===== src/rtl/cap_pkg.sv =====
package cap_pkg;

    localparam int SAMPLE_W = 16;
    localparam int HALF_W   = SAMPLE_W / 2;

    typedef enum logic [2:0] {
        ST_IDLE,
        ST_CLEAR,
        ST_ARM,
        ST_SKIP,
        ST_CAPTURE,
        ST_DONE
    } cap_state_e;

    typedef struct packed {
        logic [HALF_W-1:0] hi;
        logic [HALF_W-1:0] lo;
    } cap_sample_t;

    function automatic logic at_or_above(input logic [HALF_W-1:0] v,
                                         input logic [HALF_W-1:0] thr);
        return v >= thr;
    endfunction

endpackage


===== src/rtl/cap_level_detect.sv =====
module cap_level_detect
    import cap_pkg::*;
#(
    parameter logic [HALF_W-1:0] LEVEL = 8'd240
) (
    input  logic        valid,
    input  cap_sample_t smp,
    output logic        hit
);
    always_comb hit = valid && at_or_above(smp.hi, LEVEL);
endmodule


===== src/rtl/cap_count.sv =====
module cap_count #(
    parameter int W = 8
) (
    input  logic         clk,
    input  logic         rst,
    input  logic         clr,
    input  logic         inc,
    output logic [W-1:0] q
);
    always_ff @(posedge clk) begin
        if (rst || clr)
            q <= '0;
        else if (inc)
            q <= q + W'(1);
    end
endmodule


===== src/rtl/trig_capture_ctrl.sv =====
module trig_capture_ctrl
    import cap_pkg::*;
#(
    parameter int DEPTH  = 1024,
    parameter int EVT_W  = 8,
    parameter int SKIP_W = 24,
    localparam int AW    = (DEPTH > 1) ? $clog2(DEPTH) : 1
) (
    input  logic                clk,
    input  logic                rst,
    input  logic                start,
    input  logic [EVT_W-1:0]    evt_skip,
    input  logic [SKIP_W-1:0]   smp_skip,
    input  logic                in_valid,
    input  logic [SAMPLE_W-1:0] in_data,
    output logic                wr_en,
    output logic [AW-1:0]       wr_addr,
    output logic [SAMPLE_W-1:0] wr_data,
    output logic                busy,
    output logic                done
);
    localparam logic [AW-1:0] LAST_ADDR = AW'(DEPTH - 1);

    cap_state_e          state, state_nx;
    logic [EVT_W-1:0]    evt_lim;
    logic [SKIP_W-1:0]   skip_lim;
    logic [AW-1:0]       addr_q;
    logic [EVT_W-1:0]    evt_q;
    logic [SKIP_W-1:0]   skp_q;
    logic                addr_clr, addr_inc;
    logic                evt_clr, evt_inc;
    logic                skp_clr, skp_inc;
    logic                hit;
    logic                launch;
    cap_sample_t         smp;

    assign smp    = cap_sample_t'(in_data);
    assign launch = start && (state == ST_IDLE || state == ST_DONE);

    cap_level_detect #(.LEVEL(8'd240)) u_detect (
        .valid (in_valid),
        .smp   (smp),
        .hit   (hit)
    );

    cap_count #(.W(AW)) u_addr (
        .clk (clk), .rst (rst), .clr (addr_clr), .inc (addr_inc), .q (addr_q)
    );

    cap_count #(.W(EVT_W)) u_evt (
        .clk (clk), .rst (rst), .clr (evt_clr), .inc (evt_inc), .q (evt_q)
    );

    cap_count #(.W(SKIP_W)) u_skp (
        .clk (clk), .rst (rst), .clr (skp_clr), .inc (skp_inc), .q (skp_q)
    );

    always_comb begin
        state_nx = state;
        addr_clr = 1'b0;
        addr_inc = 1'b0;
        evt_clr  = 1'b0;
        evt_inc  = 1'b0;
        skp_clr  = 1'b0;
        skp_inc  = 1'b0;
        wr_en    = 1'b0;
        wr_data  = '0;
        if (launch) begin
            state_nx = ST_CLEAR;
            addr_clr = 1'b1;
            evt_clr  = 1'b1;
            skp_clr  = 1'b1;
        end else begin
            unique case (state)
                ST_CLEAR: begin
                    wr_en = 1'b1;
                    if (addr_q == LAST_ADDR) begin
                        addr_clr = 1'b1;
                        state_nx = ST_ARM;
                    end else begin
                        addr_inc = 1'b1;
                    end
                end
                ST_ARM: begin
                    if (hit) begin
                        if (evt_q == evt_lim)
                            state_nx = (skip_lim == '0) ? ST_CAPTURE : ST_SKIP;
                        else
                            evt_inc = 1'b1;
                    end
                end
                ST_SKIP: begin
                    if (in_valid) begin
                        if (skp_q == skip_lim - SKIP_W'(1))
                            state_nx = ST_CAPTURE;
                        else
                            skp_inc = 1'b1;
                    end
                end
                ST_CAPTURE: begin
                    if (in_valid) begin
                        wr_en   = 1'b1;
                        wr_data = in_data;
                        if (addr_q == LAST_ADDR) begin
                            addr_clr = 1'b1;
                            state_nx = ST_DONE;
                        end else begin
                            addr_inc = 1'b1;
                        end
                    end
                end
                default: ;
            endcase
        end
    end

    always_ff @(posedge clk) begin
        if (rst) begin
            state    <= ST_IDLE;
            evt_lim  <= '0;
            skip_lim <= '0;
        end else begin
            state <= state_nx;
            if (launch) begin
                evt_lim  <= evt_skip;
                skip_lim <= smp_skip;
            end
        end
    end

    assign wr_addr = addr_q;
    assign busy    = (state == ST_CLEAR) || (state == ST_ARM) ||
                     (state == ST_SKIP)  || (state == ST_CAPTURE);
    assign done    = (state == ST_DONE);

endmodule


===== config.mk =====
export PLATFORM = sky130hd
export DESIGN_NAME = trig_capture_ctrl
export DESIGN_NICKNAME = d
export VERILOG_FILES = /design/src/rtl/cap_pkg.sv /design/src/rtl/cap_level_detect.sv /design/src/rtl/cap_count.sv /design/src/rtl/trig_capture_ctrl.sv
export SDC_FILE = /design/constraint.sdc
export NUM_CORES = 1
export LEC_CHECK = 0
export BUFFER_PORTS_ARGS = -buffer_cell sky130_fd_sc_hd__buf_2
export CELL_PAD_IN_SITES_DETAIL_PLACEMENT = 1
export CELL_PAD_IN_SITES_GLOBAL_PLACEMENT = 1
export CORE_ASPECT_RATIO = 1.2
export CORE_MARGIN = 3
export CORE_UTILIZATION = 41
export DETAILED_ROUTE_END_ITERATION = 7
export HOLD_SLACK_MARGIN = 0.05
export PLACE_DENSITY = 0.84
export SLEW_MARGIN = 20
export SYNTH_ARGS = -nofsm -noshare
export SYNTH_HDL_FRONTEND = slang
export SYNTH_SLANG_ARGS = --single-unit

===== constraint.sdc =====
create_clock -name clk -period 4.52 [get_ports clk]
set_input_delay 0.904 -clock clk [delete_from_list [all_inputs] [get_ports clk]]
set_output_delay 0.904 -clock clk [all_outputs]
set_load 0.01 [all_outputs]

### Yosys cells after proc, flatten, opt, wreduce, memory -nomap -nowiden

Cells that the tools add are included.

* register bits after elaboration: 77
* bits in latches: 0
* RAM bits: 0
* ROM bits: 0
* input port bits: 52
* output and inout port bits: 29
* logic and storage cells: 82
* memories: 0

* add/sub/neg operators: 4
* multiply operators: 0
* divide/modulo/power cells: 0
* magnitude comparators: 1
* equality and inequality tests: 22
* shift-type cells: 0
* multiplexer cells: 33
* bitwise logic cells: 0
* reduce and logical (&&, ||, !) cells: 15

Operators with widths (count)
* 16-bit 2-to-1 mux: 3
* 24-bit by 1-bit adder with 24-bit output (second input constant): 1
* 24-bit equality test: 1
* 24-bit zero test: 1
* 3-bit 2-to-1 mux: 8
* 24-bit by 1-bit subtractor with 24-bit output (second input constant): 1
* 3-bit inequality test (second input constant): 7
* 1-bit 2-to-1 mux: 18
* 8-bit AND reduction: 2
* 2-bit inequality test (second input constant): 7
* 3-bit case mux with 4 select lines: 1
* 10-bit by 1-bit adder with 10-bit output (second input constant): 1
* 10-bit equality test (second input constant): 1
* 8-bit by 1-bit adder with 8-bit output (second input constant): 1
* 8-bit equality test: 1
* 8-bit greater-or-equal comparator (second input constant): 1
* 3-bit by 2-bit equality test with 1-bit output (second input constant): 2
* 3-bit equality test (second input constant): 2
* 1-bit logical OR: 6
* 1-bit case mux with 2 select lines: 3
* 5-bit nonzero test: 1
* 4-bit nonzero test: 1
* 3-bit by 1-bit equality test with 1-bit output (second input constant): 1
* 3-bit zero test: 1
* other kinds (2): 3

### Logic depth before layout (Yosys ltp)

Gate-level depths: netlist of the first run.

* word-level depth: 6
* depth in mapped cells: 15

### Hierarchy

Synthesis of the first run repeated with hierarchy kept, for this count alone.

* cells, all modules: 559
* area total of the unflattened synthesis: 4459.3 sq um

By module, submodules not included
* trig_capture_ctrl: instances 1, cells each 345, area an instance 2544.9 sq um
* cap_count at u_skp: instances 1, cells each 125, area an instance 1112.3 sq um
* cap_count at u_addr: instances 1, cells each 48, area an instance 444.2 sq um
* cap_count at u_evt: instances 1, cells each 38, area an instance 345.3 sq um
* cap_level_detect: instances 1, cells each 3, area an instance 12.5 sq um

### Worst setup path after synthesis of the first run

No wires, ideal clock.

* path type: reg-to-reg
* start point: register skip_lim[0]
* end point: register u_skp.q[11]
* setup time: 0.060 ns
* data arrival time: 3.307 ns
* data required time: 4.460 ns
* path slack: 1.152 ns
* stages on the path, launching flop included: 14
* clock period less this slack: 3.368 ns
* cell sequence: dfxtp_1 > clkbuf_1 > inv_1 > ha_1 > clkbuf_1 > or3b_2 > clkbuf_1 > xnor2_1 > a31oi_1 > nor4_1 > o311ai_0 > o41ai_1 > or4b_2 > nand2_1

* longest elaborated chain between the ends: 6

RTL lines
* start, declared: line trig_capture_ctrl.sv:26 `logic [SKIP_W-1:0] skip_lim;`
* start signal, assigned: line trig_capture_ctrl.sv:126 `skip_lim <= smp_skip;`
* 24-bit by 1-bit subtractor with 24-bit output: line trig_capture_ctrl.sv:94 `if (skp_q == skip_lim - SKIP_W'(1))`
* 24-bit equality test: line trig_capture_ctrl.sv:94
* 1-bit 2-to-1 mux: line trig_capture_ctrl.sv:94
* 1-bit 2-to-1 mux: line trig_capture_ctrl.sv:93 `if (in_valid) begin`
* 1-bit 2-to-1 mux: line trig_capture_ctrl.sv:74 `unique case (state)`
* 1-bit 2-to-1 mux: line trig_capture_ctrl.sv:68 `if (launch) begin`
* end signal, assigned: line cap_count.sv:14 `q <= q + W'(1);`
* end, declared: line cap_count.sv:8 `output logic [W-1:0] q`

Every way passes these cells.
A chain may end at the register's enable or synchronous reset.

### Worst setup path in the final report of the first run

Same ends and word-level chain as after synthesis.

==> results of run 1 <==
-- report_power, final --
part | switching [mW] | internal, mW | total, mW
clock network | 0.282 | 0.585 | 0.867
registers | 0.0326 | 0.699 | 0.731
logic | 0.149 | 0.103 | 0.253
-- routing by layer --
layer / vias to the layer above / track usage [%] / wire length [um]
li1: 2204 / - / -
met1: 2159 / 27.0 / 5760
met2: 126 / 39.1 / 6980
met3: 32 / 4.77 / 664
met4: 0 / 10.0 / 361
met5: - / 0 / 0
-- cell usage after synthesis, types with 2 or more instances --
master / n / area [um^2]
sky130_fd_sc_hd__o2111ai_1: 2 / 17.5
sky130_fd_sc_hd__mux2i_1: 6 / 60.1
sky130_fd_sc_hd__dfxtp_1: 77 / 1540
sky130_fd_sc_hd__nor2_1: 38 / 143
sky130_fd_sc_hd__or3_1: 23 / 144
sky130_fd_sc_hd__and4_1: 6 / 52.6
sky130_fd_sc_hd__buf_1: 2 / 7.51
sky130_fd_sc_hd__inv_1: 6 / 22.5
sky130_fd_sc_hd__nor4_1: 12 / 75.1
sky130_fd_sc_hd__a31oi_1: 3 / 18.8
sky130_fd_sc_hd__ha_1: 4 / 50.1
sky130_fd_sc_hd__a211o_1: 3 / 26.3
sky130_fd_sc_hd__o31ai_1: 6 / 45.0
sky130_fd_sc_hd__o211ai_1: 5 / 37.5
sky130_fd_sc_hd__nor3b_1: 5 / 37.5
sky130_fd_sc_hd__o21ai_0: 18 / 90.1
sky130_fd_sc_hd__o21bai_1: 2 / 15.0
sky130_fd_sc_hd__a21o_1: 2 / 15.0
sky130_fd_sc_hd__o21ai_2: 3 / 26.3
sky130_fd_sc_hd__nand3_1: 18 / 90.1
sky130_fd_sc_hd__or4_4: 2 / 22.5
sky130_fd_sc_hd__nor2b_1: 3 / 18.8
sky130_fd_sc_hd__a211oi_1: 3 / 22.5
sky130_fd_sc_hd__nand2_1: 99 / 372
sky130_fd_sc_hd__buf_2: 3 / 15.0
sky130_fd_sc_hd__or4_1: 8 / 60.1
sky130_fd_sc_hd__xor2_1: 23 / 201
sky130_fd_sc_hd__and2_1: 19 / 119
sky130_fd_sc_hd__a21oi_2: 4 / 35.0
sky130_fd_sc_hd__nand4_1: 16 / 100
sky130_fd_sc_hd__nor3_1: 9 / 45.0
sky130_fd_sc_hd__and3_1: 8 / 50.1
sky130_fd_sc_hd__a21oi_1: 56 / 280
sky130_fd_sc_hd__clkbuf_1: 25 / 93.8
sky130_fd_sc_hd__or2_2: 2 / 12.5
sky130_fd_sc_hd__nand2b_1: 9 / 56.3
sky130_fd_sc_hd__o311ai_0: 2 / 17.5
sky130_fd_sc_hd__buf_6: 4 / 45.0
sky130_fd_sc_hd__nor4b_1: 2 / 17.5
sky130_fd_sc_hd__xnor2_1: 32 / 280
-- cell usage in the layout (no fill, tap or decap), types with 12 or more instances in the layout --
| cell | instances |
|---|---|
| sky130_fd_sc_hd__xor2_1 | 23 |
| sky130_fd_sc_hd__nand3_1 | 18 |
| sky130_fd_sc_hd__o21ai_0 | 18 |
| sky130_fd_sc_hd__nor2_1 | 38 |
| sky130_fd_sc_hd__a21oi_1 | 56 |
| sky130_fd_sc_hd__xnor2_1 | 32 |
| sky130_fd_sc_hd__and2_1 | 19 |
| sky130_fd_sc_hd__nor4_1 | 12 |
| sky130_fd_sc_hd__nand4_1 | 16 |
| sky130_fd_sc_hd__nand2_1 | 99 |
| sky130_fd_sc_hd__or3_1 | 23 |
| sky130_fd_sc_hd__buf_2 | 80 |
| sky130_fd_sc_hd__dfxtp_1 | 77 |
-- sequential cells by signal (all words and copies together) (netlist names) --
name      cells
skip_lim     24
u_skp.q      24
u_addr.q     10
evt_lim       8
u_evt.q       8
state         3
-- worst max-delay path, delay by kind of cell (launching register included) --
| family | cells | cell delay [ps] |
|---|---|---|
| compound gates | 5 | 1690 |
| fa+ha+maj | 1 | 350 |
| flops | 1 | 390 |
| buf+inv | 1 | 90 |
| simple gates | 3 | 1280 |
-- layout make-up --
| type | count | area [um^2] | share of cell area [%] |
|---|---|---|---|
| Tap cell | 129 | 161 | 3.03 |
| Inverter | 6 | 22.5 | 0.423 |
| Clock inverter | 3 | 90.1 | 1.69 |
| Sequential cell | 77 | 1540 | 29.0 |
| Clock buffer | 13 | 270 | 5.08 |
| Multi-Input combinational cell | 467 | 2800 | 52.6 |
| Timing Repair Buffer | 85 | 438 | 8.23 |
-- logic make-up after synthesis --
logic type,share of synthesized area (%)
and+or+nand+nor,33.0
AOI/OAI and AO/OA,15.5
DFF,33.8
xor gates and xnor gates,10.6
buffers and inverters,4.75
muxes,1.32
adders and majority gates,1.10
-- worst min path at each step --
stage               start          to  slack (ps)  depth (start not counted)
3_3_place_gp   evt_lim[4]  evt_lim[4]         460                          2
5_1_grt        evt_lim[6]  evt_lim[6]         490                          2
2_1_floorplan  evt_lim[0]  evt_lim[0]         450                          2
3_5_place_dp   evt_lim[0]  evt_lim[0]         460                          2
4_1_cts        evt_lim[0]  evt_lim[0]         470                          2
6_report       evt_lim[0]  evt_lim[0]         470                          2
-- stage by stage --
stage / util [%] / std cells
global route: 49.9 / 780
CTS: 49.9 / 780
floorplan: - / 587
finish: 49.9 / 780
detailed placement: 46.5 / 764
global placement: 46.5 / 764
==> results_dict.tcl, run 1 <==
set metrics [dict create \
    status "completed" \
    gp_congestion 0.842 \
    die_w_um 102 \
    start_util_pct 42.7 \
    worstReg2RegEnd "u_skp.q[11]" \
    core_mm2 0.0107 \
    power.leakage_nw 2.04 \
    drt-total-wl_um 13800 \
    slew_violations 0 \
    syn-num-nets 643 \
    drt_pass1_iterations 4 \
    io_buffer_count 80 \
    die_y_um 121 \
    dpl-instance-area_mm2 0.00496 \
    worstSetupEndpoint "u_skp.q[11]" \
    ys_warn_count 0 \
    count_of_distinct_cell_types_in_the_synthesized_netlist 57 \
    grt_start_max_net_pins 46 \
    setup.reg_to_reg.worst_slack_ps 660 \
    report.final.setup_viol 0 \
    critPathSlowestCell "sky130_fd_sc_hd__o41ai_1" \
    endpoint_kind "flop" \
    netlist_area_mm2 0.00456 \
    whs_ps 468 \
    setup_tns_ps 0 \
    rsz0062_at_grt "false" \
    clock_buffer_count_from_cts 9 \
    design.final.nets 702 \
    viasPerCell 5.80 \
    period_utilization_post_route_pct 85.4 \
    area_delta_synth_final_pct 16.8 \
    maxCapViolCount 0 \
    io_pins 81 \
    crit_arrival_ps 4140 \
    hp-class "reg2reg" \
    cts_repair_resize_count 0 \
    grt_pass1_vias 4724 \
    max_slew.worst_pin.slew_ps 889 \
    postSynthRegisterBits 77 \
    grt_first_pass_wirelength_um 22400 \
    rows 41 \
    cellPowerDensity_mw_per_mm2 348 \
    crit_path_start "skip_lim[0]" \
    final_area_mm2 0.00532 \
    max_stage_delay_ps 680 \
    critPathMaxFanout 9 \
    clock-skew-final_ps 7.43 \
    power_mw 1.85 \
    post-route-min-period_ps 3860 \
    cts_setup_buffers 0 \
    final_hold_viol_count 0 \
    synth_ff_type "sky130_fd_sc_hd__dfxtp_1" \
    proportion_of_register_bits_with_asynchronous_set_or_reset_after_synthesis_pct 0 \
    cts_hold_buffers 0 \
    place_worst_setup_slack_ps 864 \
    remaining_drc_errors 0 \
    clk-insertion-delay-late_ps 340 \
    dr.first_iter.drc_count 222 \
    detailed_place_hpwl_um 9650 \
    clockRootBuffer "sky130_fd_sc_hd__clkbuf_16" \
    cts_sinks 77 \
    worst_r2r_startpoint "skip_lim[0]" \
    path_clk_slew_ps 60 \
    crit_path_cell_trace "inv_1 -> ha_1 -> or3b_2 -> nor4_1 -> a211oi_1 -> a211o_1 -> a21o_1 -> o41ai_1 -> o311ai_0 -> nand2_1" \
    cts_tree "built" \
    vdd_drop_max_mv 0.166 \
    worst-endpoint-required_ps 4790 \
    worstRegToRegCells 10 \
    detail_route.wl_per_cell_um 17.6 \
    max_frequency_mhz 259 \
    antenna_found_initial 0 \
    final_critical_path_setup_slack_ps 658 \
    grt-ovfl-total 0 \
    detailroute.via_count 4521 \
    route.antenna.remaining_nets 0 \
    antenna_cells 0 \
    synth_area_per_cell_um2 7.76 \
    fraction_of_final_layout_cells_sized_beyond_drive_strength_1_pct 18.0 \
    ys_seq_area_share_pct 33.8 \
    synth_enable_flop_cells 0 \
    fp.dieArea_mm2 0.0124 \
    num-fill-cells 1335 \
    worst_slew_margin_pct 40.5 \
    synthesis.instances 587 \
    ctsLongestPathBuffers 2 \
    critical_path.startpoint_type "flop" \
    track_usage_pct 22.8 \
    path_class "reg2reg" \
    clock_tree.htree_level_count 3 \
]
No activity file was read; power rests on OpenSTA's default activity.
==> run 2: changes to the inputs <==
--- a/config.mk
+++ b/config.mk
@@ -6,14 +6,13 @@
 export NUM_CORES = 1
 export LEC_CHECK = 0
 export BUFFER_PORTS_ARGS = -buffer_cell sky130_fd_sc_hd__buf_2
-export CELL_PAD_IN_SITES_DETAIL_PLACEMENT = 1
-export CELL_PAD_IN_SITES_GLOBAL_PLACEMENT = 1
 export CORE_ASPECT_RATIO = 1.2
 export CORE_MARGIN = 3
-export CORE_UTILIZATION = 41
+export CORE_UTILIZATION = 51
 export DETAILED_ROUTE_END_ITERATION = 7
 export HOLD_SLACK_MARGIN = 0.05
-export PLACE_DENSITY = 0.84
+export PLACE_DENSITY = 0.78
+export SKIP_LAST_GASP = 1
 export SLEW_MARGIN = 20
 export SYNTH_ARGS = -nofsm -noshare
 export SYNTH_HDL_FRONTEND = slang
==> run 2 against run 1 <==
Against the previous run: core utilization grew 10 points; non-clock buffer count fell by 1; die area is 19% lower; global-route usage is 0.35 points higher; combinational power down 5%; via count shrank 1.2%; flip-flop and latch count did not move; total power fell by 12%; final cell count fell by 1.7%; critical path type unchanged; critical endpoint is now u_skp.q[22].
==> results_dict.tcl, run 2 (synthesis results as in run 1) <==
set metrics [dict create \
    maxCapViolCount 0 \
    hp-class "reg2reg" \
    status "completed" \
    gp_congestion 0.892 \
    setup_tns_ps 0 \
    crit_path_cell_trace "or4_1 -> or3_1 -> xnor2_1 -> and3_1 -> o311ai_0 -> nor4_4 -> buf_4 -> or4_1 -> a21oi_1" \
    most-common-layout-cells "sky130_fd_sc_hd__nand2_1 (99), sky130_fd_sc_hd__buf_2 (80), sky130_fd_sc_hd__dfxtp_1 (77)" \
    cts_hold_buffers 0 \
    max_slew.worst_pin.slew_ps 802 \
    area_delta_synth_final_pct 14.0 \
    period_utilization_post_route_pct 81.3 \
    grt_first_pass_wirelength_um 19000 \
    hold_depth 2 \
    worst_r2r_startpoint "skip_lim[0]" \
    cellPowerDensity_mw_per_mm2 314 \
    grt_most_used_layer "met2" \
    ctsLongestPathBuffers 2 \
    critical_path.most_common_cell "sky130_fd_sc_hd__or4_1" \
    die_y_um 110 \
    grt-ovfl-total 0 \
    worstReg2RegEnd "u_skp.q[22]" \
    slew_violations 0 \
    critical_path_buf_inv_count 1 \
    power_mw 1.63 \
    multiInputGateArea_mm2 0.00280 \
    io_buffer_count 80 \
    cts_sinks 77 \
    critPathMaxFanout 45 \
    worstRegToRegCells 9 \
    track_usage_pct 23.1 \
    hold_end "evt_lim[5]" \
    grt.met3_usage_pct 3.49 \
    detailroute.via_count 4468 \
    antenna_found_initial 0 \
    final_common_cell "sky130_fd_sc_hd__nand2_1" \
    max_stage_delay_ps 680 \
    power.leakage_nw 1.99 \
    cts_repair_resize_count 0 \
    fp.dieArea_mm2 0.0101 \
    rows 37 \
    cts_setup_buffers 0 \
    report.final.setup_viol 0 \
    met2_usage_pct 40.7 \
    setup.reg_to_reg.worst_slack_ps 850 \
    critPathSlowestCell "sky130_fd_sc_hd__o311ai_0" \
    io_pins 81 \
    detail_route.wl_per_cell_um 15.0 \
    critPathTopFamily "simple AND/OR/NAND/NOR gates" \
    clk-insertion-delay-late_ps 350 \
    drt_pass1_iterations 5 \
    met1_usage_pct 27.5 \
    antenna_cells 0 \
    max_frequency_mhz 272 \
    clock_tree.htree_level_count 3 \
    critical_path.startpoint_type "flop" \
    clock_buffer_count_from_cts 9 \
    worst-endpoint-required_ps 4810 \
    design.final.nets 701 \
    remaining_drc_errors 0 \
    start_util_pct 52.6 \
    worst_slew_margin_pct 46.4 \
    dr.first_iter.drc_count 306 \
    rsz0062_at_grt "false" \
    post-route-min-period_ps 3670 \
    endpoint_kind "flop" \
    grt_start_max_net_pins 46 \
    layout_top_registers "skip_lim x24, u_skp.q x24, u_addr.q x10" \
    path_clk_slew_ps 90 \
    drt-total-wl_um 11500 \
    hold_start "evt_lim[5]" \
    seq_area_mm2 0.00154 \
    grt_pass1_vias 4261 \
    path_class "reg2reg" \
    num-fill-cells 810 \
    fraction_of_final_layout_cells_sized_beyond_drive_strength_1_pct 18.0 \
    final_hold_viol_count 0 \
    viasPerCell 5.83 \
    die_w_um 92.3 \
    vdd_drop_max_mv 0.263 \
    route.antenna.remaining_nets 0 \
    cts_tree "built" \
    crit_arrival_ps 3960 \
    clockRootBuffer "sky130_fd_sc_hd__clkbuf_8" \
    clock-skew-final_ps 10.4 \
    detailed_place_hpwl_um 8410 \
    core_mm2 0.00866 \
]
==> run 2: cell count changes in the layout (fill, tap and decap cells not counted), sizes merged <==
cell	previous run	this run
buf	85	84
clkbuf	13	9
inv	6	9
clkinv	0	1
==> run 2: metal layers <==
metal	wire length [um]	vias up
met5	0	-
met4	325	0
met3	559	32
met2	5780	152
met1	4870	2094
li1	-	2190
==> run 2: final cells by class <==
cell class | instances | share of cell area [%]
Clock buffer | 9 | 2.38
Clock inverter | 7 | 2.51
Inverter | 6 | 0.434
Multi-Input combinational cell | 467 | 53.9
Sequential cell | 77 | 29.7
Tap cell | 117 | 2.82
Timing Repair Buffer | 84 | 8.29
==> run 2: how the worst max path moves through the flow <==
| stage | slack, ps | cells past startpoint | end | from |
|---|---|---|---|---|
| after floorplan | 1150 | 13 | u_skp.q[11] | skip_lim[0] |
| after global placement | 1010 | 9 | u_skp.q[17] | skip_lim[0] |
| after detailed placement | 900 | 9 | u_skp.q[22] | skip_lim[0] |
| after CTS | 880 | 9 | u_skp.q[22] | skip_lim[0] |
| after global routing | 690 | 11 | u_skp.q[14] | skip_lim[0] |
| final | 850 | 9 | u_skp.q[22] | skip_lim[0] |
==> run 2: metrics by stage <==
step / util [%] / hold WS [ps] / cell area, um^2 / cells / setup slack (ps)
global route: 60.0 / 500 / 5190 / 767 / 694
finish: 60.0 / 475 / 5190 / 767 / 847
global placement: 57.1 / 459 / 4940 / 751 / 1010
detailed placement: 57.1 / 464 / 4940 / 751 / 902
floorplan: - / 449 / 4560 / 587 / 1150
CTS: 60.0 / 477 / 5190 / 767 / 875
==> run 2: where the power goes <==
part	switching, mW	total [mW]	internal (mW)
combinational	0.138	0.240	0.101
clock	0.283	0.661	0.378
sequential	0.0308	0.728	0.697
total	0.453	1.63	1.18
==> run 2: worst register-to-register path: stages, from the launching register on <==
cell and delay [ps]:
sky130_fd_sc_hd__dfxtp_1 390, sky130_fd_sc_hd__or4_1 650, sky130_fd_sc_hd__or3_1 480, sky130_fd_sc_hd__xnor2_1 170
sky130_fd_sc_hd__and3_1 170, sky130_fd_sc_hd__o311ai_0 680, sky130_fd_sc_hd__nor4_4 70, sky130_fd_sc_hd__buf_4 290
sky130_fd_sc_hd__or4_1 540, sky130_fd_sc_hd__a21oi_1 180
